[config.mk]
export PLATFORM = sky130hd
export DESIGN_NAME = gpio_idx_port
export DESIGN_NICKNAME = d
export VERILOG_FILES = /design/src/rtl/gpio_idx_pkg.sv /design/src/rtl/gpio_in_sync.sv /design/src/rtl/gpio_regs.sv /design/src/rtl/gpio_pad_mux.sv /design/src/rtl/gpio_idx_port.sv
export SDC_FILE = /design/constraint.sdc
export NUM_CORES = 1
export LEC_CHECK = 0
export ABC_AREA = 1
export BUFFER_PORTS_ARGS = -buffer_cell sky130_fd_sc_hd__buf_2
export CORE_ASPECT_RATIO = 0.6
export CORE_UTILIZATION = 30
export DETAILED_ROUTE_END_ITERATION = 7
export SYNTH_ARGS = -nofsm -noshare
export SYNTH_HDL_FRONTEND = slang
export SYNTH_SLANG_ARGS = --single-unit
[constraint.sdc]
create_clock -name clk -period 1.7 [get_ports clk]
set_input_delay 0.17 -clock clk [delete_from_list [all_inputs] [get_ports clk]]
set_output_delay 0.17 -clock clk [all_outputs]
set_load 0.03 [all_outputs]
[src/rtl/gpio_idx_pkg.sv]
package gpio_idx_pkg;

  typedef enum logic [1:0] {
    LOC_OUT = 2'd0,
    LOC_IN  = 2'd1,
    LOC_IDX = 2'd2,
    LOC_CTL = 2'd3
  } port_loc_e;

  localparam int SUB_DIR_CODE = 1;
  localparam int SUB_ALT_CODE = 2;

  // pick the GPIO or alternate value per bit
  function automatic logic pick_bit(input logic alt, input logic af_v, input logic gp_v);
    return alt ? af_v : gp_v;
  endfunction

endpackage

[src/rtl/gpio_in_sync.sv]
module gpio_in_sync #(
  parameter int W = 8
) (
  input  logic         clk,
  input  logic         rst_n,
  input  logic [W-1:0] pad_in,
  output logic [W-1:0] in_q
);
  localparam int DEPTH = 3;
  localparam int AGE_W = $clog2(DEPTH + 1);

  logic [W-1:0] s1_q, s2_q;

  always_ff @(posedge clk or negedge rst_n) begin
    if (!rst_n) begin
      s1_q <= '0;
      s2_q <= '0;
      in_q <= '0;
    end else begin
      s1_q <= pad_in;
      s2_q <= s1_q;
      in_q <= s2_q;
    end
  end

  // cycles since reset, saturating, so the latency check looks back only over clean history
  logic [AGE_W-1:0] age_q;
  always_ff @(posedge clk or negedge rst_n) begin
    if (!rst_n) age_q <= '0;
    else if (age_q != AGE_W'(DEPTH)) age_q <= age_q + 1'b1;
  end


  in_latency_chk: assert property (@(posedge clk) disable iff (!rst_n)
    (age_q == AGE_W'(DEPTH)) |-> (in_q == $past(pad_in, 3)));

endmodule

[src/rtl/gpio_regs.sv]
module gpio_regs
  import gpio_idx_pkg::*;
#(
  parameter int W = 8
) (
  input  logic         clk,
  input  logic         rst_n,
  input  logic         bus_sel,
  input  logic         bus_wr,
  input  logic [1:0]   bus_addr,
  input  logic [W-1:0] bus_wdata,
  input  logic [W-1:0] in_q,
  output logic [W-1:0] bus_rdata,
  output logic [W-1:0] out_q,
  output logic [W-1:0] dir_q,
  output logic [W-1:0] alt_q
);
  localparam logic [W-1:0] DIR_CODE = W'(SUB_DIR_CODE);
  localparam logic [W-1:0] ALT_CODE = W'(SUB_ALT_CODE);

  logic [W-1:0] idx_q;

  // named access events
  logic wr_any, wr_out, wr_in, wr_idx, wr_ctl;
  logic hit_dir, hit_alt, hit_none;

  assign wr_any   = bus_sel & bus_wr;
  assign wr_out   = wr_any && (bus_addr == LOC_OUT);
  assign wr_in    = wr_any && (bus_addr == LOC_IN);
  assign wr_idx   = wr_any && (bus_addr == LOC_IDX);
  assign wr_ctl   = wr_any && (bus_addr == LOC_CTL);
  assign hit_dir  = (idx_q == DIR_CODE);
  assign hit_alt  = (idx_q == ALT_CODE);
  assign hit_none = !(hit_dir || hit_alt);

  always_ff @(posedge clk or negedge rst_n) begin
    if (!rst_n) begin
      idx_q <= '0;
      out_q <= '0;
      dir_q <= '1;
      alt_q <= '0;
    end else begin
      if (wr_out) out_q <= bus_wdata;
      if (wr_idx) idx_q <= bus_wdata;
      if (wr_ctl && hit_dir) dir_q <= bus_wdata;
      if (wr_ctl && hit_alt) alt_q <= bus_wdata;
    end
  end

  function automatic logic [W-1:0] window_read(input logic dsel, input logic asel,
                                                input logic [W-1:0] d, input logic [W-1:0] a);
    if (dsel) return d;
    if (asel) return a;
    return '0;
  endfunction

  always_comb begin
    bus_rdata = '0;
    if (bus_sel) begin
      case (port_loc_e'(bus_addr))
        LOC_OUT: bus_rdata = out_q;
        LOC_IN:  bus_rdata = in_q;
        LOC_IDX: bus_rdata = idx_q;
        LOC_CTL: bus_rdata = window_read(hit_dir, hit_alt, dir_q, alt_q);
        default: bus_rdata = '0;
      endcase
    end
  end


  rst_dir_chk: assert property (@(posedge clk) disable iff (!rst_n)
    $rose(rst_n) |-> (dir_q == '1 && alt_q == '0 && idx_q == '0 && out_q == '0));


  bad_code_ignored_chk: assert property (@(posedge clk) disable iff (!rst_n)
    (wr_ctl && hit_none) |=> ($stable(dir_q) && $stable(alt_q)));


  in_wr_ignored_chk: assert property (@(posedge clk) disable iff (!rst_n)
    wr_in |=> ($stable(dir_q) && $stable(alt_q) && $stable(idx_q) && $stable(out_q)));


  dir_update_chk: assert property (@(posedge clk) disable iff (!rst_n)
    (wr_ctl && hit_dir) |=> (dir_q == $past(bus_wdata)));

endmodule

[src/rtl/gpio_pad_mux.sv]
module gpio_pad_mux
  import gpio_idx_pkg::*;
#(
  parameter int W = 8
) (
  input  logic         clk,
  input  logic         rst_n,
  input  logic [W-1:0] out_q,
  input  logic [W-1:0] dir_q,
  input  logic [W-1:0] alt_q,
  input  logic [W-1:0] af_out,
  input  logic [W-1:0] af_oe,
  output logic [W-1:0] pad_out,
  output logic [W-1:0] pad_oe
);
  for (genvar i = 0; i < W; i++) begin : g_bit
    assign pad_out[i] = pick_bit(alt_q[i], af_out[i], out_q[i]);
    assign pad_oe[i]  = pick_bit(alt_q[i], af_oe[i], ~dir_q[i]);
  end


  input_no_drive_chk: assert property (@(posedge clk) disable iff (!rst_n)
    ((pad_oe & dir_q & ~alt_q) == '0));


  output_drive_chk: assert property (@(posedge clk) disable iff (!rst_n)
    (((~pad_oe | (pad_out ^ out_q)) & ~dir_q & ~alt_q) == '0));


  alt_follow_chk: assert property (@(posedge clk) disable iff (!rst_n)
    ((((pad_oe ^ af_oe) | (pad_out ^ af_out)) & alt_q) == '0));

endmodule

[src/rtl/gpio_idx_port.sv]
module gpio_idx_port #(
  parameter int W = 8
) (
  input  logic         clk,
  input  logic         rst_n,
  input  logic         bus_sel,
  input  logic         bus_wr,
  input  logic [1:0]   bus_addr,
  input  logic [W-1:0] bus_wdata,
  output logic [W-1:0] bus_rdata,
  input  logic [W-1:0] pad_in,
  output logic [W-1:0] pad_out,
  output logic [W-1:0] pad_oe,
  input  logic [W-1:0] af_out,
  input  logic [W-1:0] af_oe
);
  logic [W-1:0] in_q, out_q, dir_q, alt_q;

  gpio_in_sync #(.W(W)) u_sync (
    .clk(clk), .rst_n(rst_n), .pad_in(pad_in), .in_q(in_q)
  );

  gpio_regs #(.W(W)) u_regs (
    .clk(clk), .rst_n(rst_n),
    .bus_sel(bus_sel), .bus_wr(bus_wr), .bus_addr(bus_addr),
    .bus_wdata(bus_wdata), .in_q(in_q), .bus_rdata(bus_rdata),
    .out_q(out_q), .dir_q(dir_q), .alt_q(alt_q)
  );

  gpio_pad_mux #(.W(W)) u_mux (
    .clk(clk), .rst_n(rst_n),
    .out_q(out_q), .dir_q(dir_q), .alt_q(alt_q),
    .af_out(af_out), .af_oe(af_oe),
    .pad_out(pad_out), .pad_oe(pad_oe)
  );

endmodule

Yosys cells after proc, flatten, opt, wreduce, memory -nomap -nowiden
Index checks and enable logic that the tools add are counted.

word-level totals
  bits in registers = 56
  bits of input ports = 38
  output and inout bits = 24
  word-level logic and storage cells = 56

cells by class
  eq/ne operators = 5
  muxes and demuxes = 29
  bitwise logic cells = 9
  reduce and logical (&&, ||, !) cells = 6

operators by type and width
  cell                                                             count
  8-bit two-way mux                                                5
  8-bit one-hot mux with 4 select lines                            1
  1-bit two-way mux                                                23
  8-bit by 1-bit == test with 1-bit output, second input constant  1
  8-bit by 2-bit == test with 1-bit output, second input constant  1
  1-bit inverter                                                   8
  1-bit logical AND                                                5
  2-bit == test, second input constant                             2
  2-bit by 1-bit == test with 1-bit output, second input constant  1
  2-bit zero test                                                  1
  1-bit AND                                                        1

Longest topological paths before layout
  depth after elaboration = 11
  depth in mapped cells = 8
  mapped depth without buffers = 8

Cells and area by module
From an unflattened synthesis, not the netlist that was laid out.

second synthesis, totals
  cell total of the unflattened synthesis = 274
  area, all modules = 2492.4 sq um

modules (own cells, without submodules)
  module        instances  cells an instance  area each (sq um)  sequential area each (sq um)
  gpio_regs     1          202                1701.6             810.8
  gpio_in_sync  1          24                 600.6              600.6
  gpio_pad_mux  1          48                 190.2              0.0

Least setup slack after synthesis
Ideal clock, no wire load.

  path kind = register -> output
  from = register u_regs.idx_q[7]
  to = output port bus_rdata[0]
  arrival = 1460 ps
  data required time = 1530 ps
  slack = 70 ps
  stages on the path, launching flop included = 8
  buffers on the path = 0
  cell sequence = dfrtp_1 > nor2_2 > nand2_4 > nor2_8 > inv_2 > nand2_1 > nand2_1 > a21oi_1

between the ends
  longest elaborated chain between the ends = 9
  elaborated cells on any way between the ends = 14
  those cells by class = eq/ne: 2; mux: 12

ends and longest elaborated chain
  element                                   line                 source
  start, declared                           gpio_regs.sv:21      logic [W-1:0] idx_q;
  start signal, assigned                    gpio_regs.sv:44      if (wr_idx) idx_q <= bus_wdata;
  8-bit by 2-bit == test with 1-bit output  gpio_regs.sv:33      assign hit_alt = (idx_q == ALT_CODE);
  1-bit two-way mux (2 in a row)            gpio_regs.sv:53      if (asel) return a;
  1-bit two-way mux                         gpio_regs.sv:60      case (port_loc_e'(bus_addr))
  1-bit two-way mux                         gpio_regs.sv:59      if (bus_sel) begin
  8-bit two-way mux                         gpio_regs.sv:54      return '0;
  8-bit two-way mux *                       gpio_regs.sv:53
  8-bit one-hot mux with 4 select lines *   gpio_regs.sv:60
  8-bit two-way mux *                       gpio_regs.sv:59
  end, declared                             gpio_idx_port.sv:10  output logic [W-1:0] bus_rdata,

Every way passes the cells marked *; elsewhere a longest branch is shown, timed or not. The select of a mux whose other input is x is not followed.

Worst setup path in the final report
  from = register u_regs.idx_q[0]
  to = output port bus_rdata[2]

The elaborated chain is that of the path after synthesis.

==> flow_metrics.tcl <==
set metrics [dict create \
    post_drt_via_cell_ratio 4.65 \
    relSlewSlack_pct 75.8 \
    first_iter_violations 137 \
    report.power.total_mw 3.78 \
    postSynthAreaPerCell_um2 9.87 \
    syn_to_final_growth_pct 34.2 \
    fin_nets 380 \
    final_hold_viol_count 0 \
    p_leak_nw 1.62 \
    status "complete, but fails checks" \
    grt_overflow 0 \
    clock-sinks 56 \
    synth_cell_types 20 \
    crit_arrival_ps 1700 \
    synth_area_mm2 0.00259 \
    slew_violations 0 \
    vias 2099 \
    start_kind "flip-flop" \
    crit_chain "inv_2 -> nor2_2 -> nand2_2 -> nor2_8 -> buf_6 -> a21oi_1 -> nand2_2 -> a21oi_2 -> buf_6" \
    clock_latency_ps 300 \
    layout_setup_ws_ps -165 \
    synth_top_area_share_pct 46.4 \
    io_pins 62 \
    drtPass1Iterations 4 \
    synthTopCellsByCount "nand2_1, dfrtp_1, a21oi_1" \
    worst-setup-path-type "reg2out" \
    cts_buffer_depth 2 \
    synth_edf_count 0 \
    max_freq_mhz 536 \
    synthCells 262 \
    fin_crit_sh_pct 110 \
    cts_root_buffer "clkbuf_16" \
    ys_ff_latch 56 \
    tightest_slew_ps 360 \
    cpPeakStageDelay_ps 400 \
    setup_violations 8 \
    portBuffers 61 \
    place.gp.congestion 0.791 \
    nFillCells 793 \
    path_max_fanout 4 \
    dp_hpwl_um 4550 \
    grt_util_all_layers_pct 16.0 \
    ir_worst_vdd_mv 0.500 \
    drt-total-wl_um 6560 \
    synth_top_area_cell "dfrtp_1" \
    wl_per_cell_um 14.5 \
    die_x_um 122 \
    synth.area.top_cells "dfrtp_1, nand2_1, dfstp_2, o21ai_2, a21oi_1" \
    ant_nets 0 \
    synth_seq_area_share_pct 54.6 \
    layout-drive-gt1-share_pct 46.6 \
    p_per_area_mw_per_mm2 1090 \
    hold_class "in2reg" \
    synth_most_common_cell "nand2_1" \
    yosysWarnings 0 \
    numCtsBuffers 5 \
    grt_pass1_vias 2027 \
    grt_max_degree 57 \
    setup_tns_ps -1010 \
    remaining_drc_errors 0 \
    seq_area_mm2 0.00141 \
    cp-end-kind "output port" \
    rsz0062_at_grt "yes" \
    htreeDepth 2 \
    synthesis.nets 300 \
    multi_input_area_mm2 0.00113 \
    slowest_stage "dfrtp_1" \
    synthArstFlopShare_pct 100 \
    dieHeight_um 73.9 \
    synth_ff_type "dfrtp_1" \
    clk_pin_slew_ps 70 \
    violations "setup timing" \
    die-area_mm2 0.00901 \
    grt_antenna_before_repair 0 \
    final.min_clock_period_ps 1870 \
    start_util_pct 31.9 \
    critPathRequiredTime_ps 1530 \
    grt_pass1_wl_um 10500 \
    core_mm2 0.00810 \
    skew_ps 3.65 \
    cts_tree "built" \
    n_antenna_cell 0 \
    drv_cap 0 \
    rows 25 \
]
-- final cells by class --
| type | instances | share of cell area [%] |
|---|---|---|
| Clock inverter | 3 | 1.37 |
| Multi-Input combinational cell | 177 | 32.4 |
| Timing Repair Buffer | 78 | 15.1 |
| Inverter | 24 | 2.88 |
| Sequential cell | 56 | 40.7 |
| Clock buffer | 5 | 3.60 |
| Tap cell | 108 | 3.89 |
-- power breakdown --
group          switching, mW  internal, mW  total, mW
sequential             0.140          1.49       1.63
combinational          0.592         0.356      0.948
clock                  0.501         0.701       1.20
total                   1.23          2.55       3.78
-- placed cells by master, fill, tap and decap left out, types with 5 or more instances in the layout --
master / n
mux2_2: 8
dlygate4sd3_1: 9
nor2_1: 7
buf_4: 5
nand3_1: 5
inv_1: 18
o21ai_1: 16
buf_6: 10
nand2_1: 50
o21ai_2: 16
clkbuf_16: 5
o21ai_0: 20
a21oi_1: 10
dfstp_2: 8
a21oi_2: 10
dfrtp_1: 48
buf_2: 53
nand2_2: 17
-- cells by family (layout without fill, tap and decap cells) --
group	Yosys count	count (layout)	share of synthesized area, %
compound gates	73	73	16.4
flops	56	56	54.6
mux	8	8	3.48
simple gates	95	96	19.5
buf+inv	30	110	5.95
-- worst paths after layout --
path | from | end | slack (ps) | cells after the start
max | u_regs.idx_q[0]$_DFFE_PN0P_ | bus_rdata[2] | -170 | 9
min | bus_wdata[5] | u_regs.dir_q[5]$_DFFE_PN1P_ | 180 | 3
max reg2reg | u_regs.idx_q[0]$_DFFE_PN0P_ | u_regs.alt_q[7]$_DFFE_PN0P_ | 140 | 8
min reg2reg | u_sync.s1_q[0]$_DFF_PN0_ | u_sync.s2_q[0]$_DFF_PN0_ | 350 | 0
max in group asynchronous | rst_n | u_regs.dir_q[4]$_DFFE_PN1P_ | 990 | 3
min in group asynchronous | rst_n | u_regs.out_q[1]$_DFFE_PN0P_ | 400 | 3
-- routing by layer --
layer  part of all wire [%]  track usage, %  vias to the layer above
li1                       -               -                     1032
met1                     51            23.8                      994
met2                     41            22.2                       65
met3                    6.9            4.58                        8
met4                    1.1            4.53                        0
met5                      0               0                        -
-- repair_timing --
item | in CTS | in global routing
pin swaps | 8 | 13
gates resized for setup | 34 | 16
endpoints found under the setup margin | 8 | 8
setup buffers | 2 | 4
gates cloned | 2 | 0
hold buffers | 9 | 0
endpoints found under the hold margin | 56 | 0
-- flip-flops by register name (all words and copies together), names as in the netlist --
register	count
u_regs.idx_q	8
u_sync.in_q	8
u_regs.dir_q	8
u_regs.out_q	8
u_regs.alt_q	8
u_sync.s1_q	8
u_sync.s2_q	8
-- per-stage QoR --
step	instance area [um2]	utilization, %	hold WS [ps]	setup slack, ps	instances
global placement	2980	36.8	194	60.1	426
finish	3470	42.8	184	-165	451
CTS	3390	41.8	199	-144	447
detailed placement	2980	36.8	195	8.46	426
floorplan	2590	-	-126	69.5	262
global route	3470	42.8	210	-238	451
-- critical path, delay by kind of cell (launching register included) --
family,cells,cell delay [ps]
and+or+nand+nor,4,280
AOI/OAI and AO/OA,2,330
DFF,1,400
buffers and inverters,3,370
Note: power is estimated with default switching activity, not from simulation.
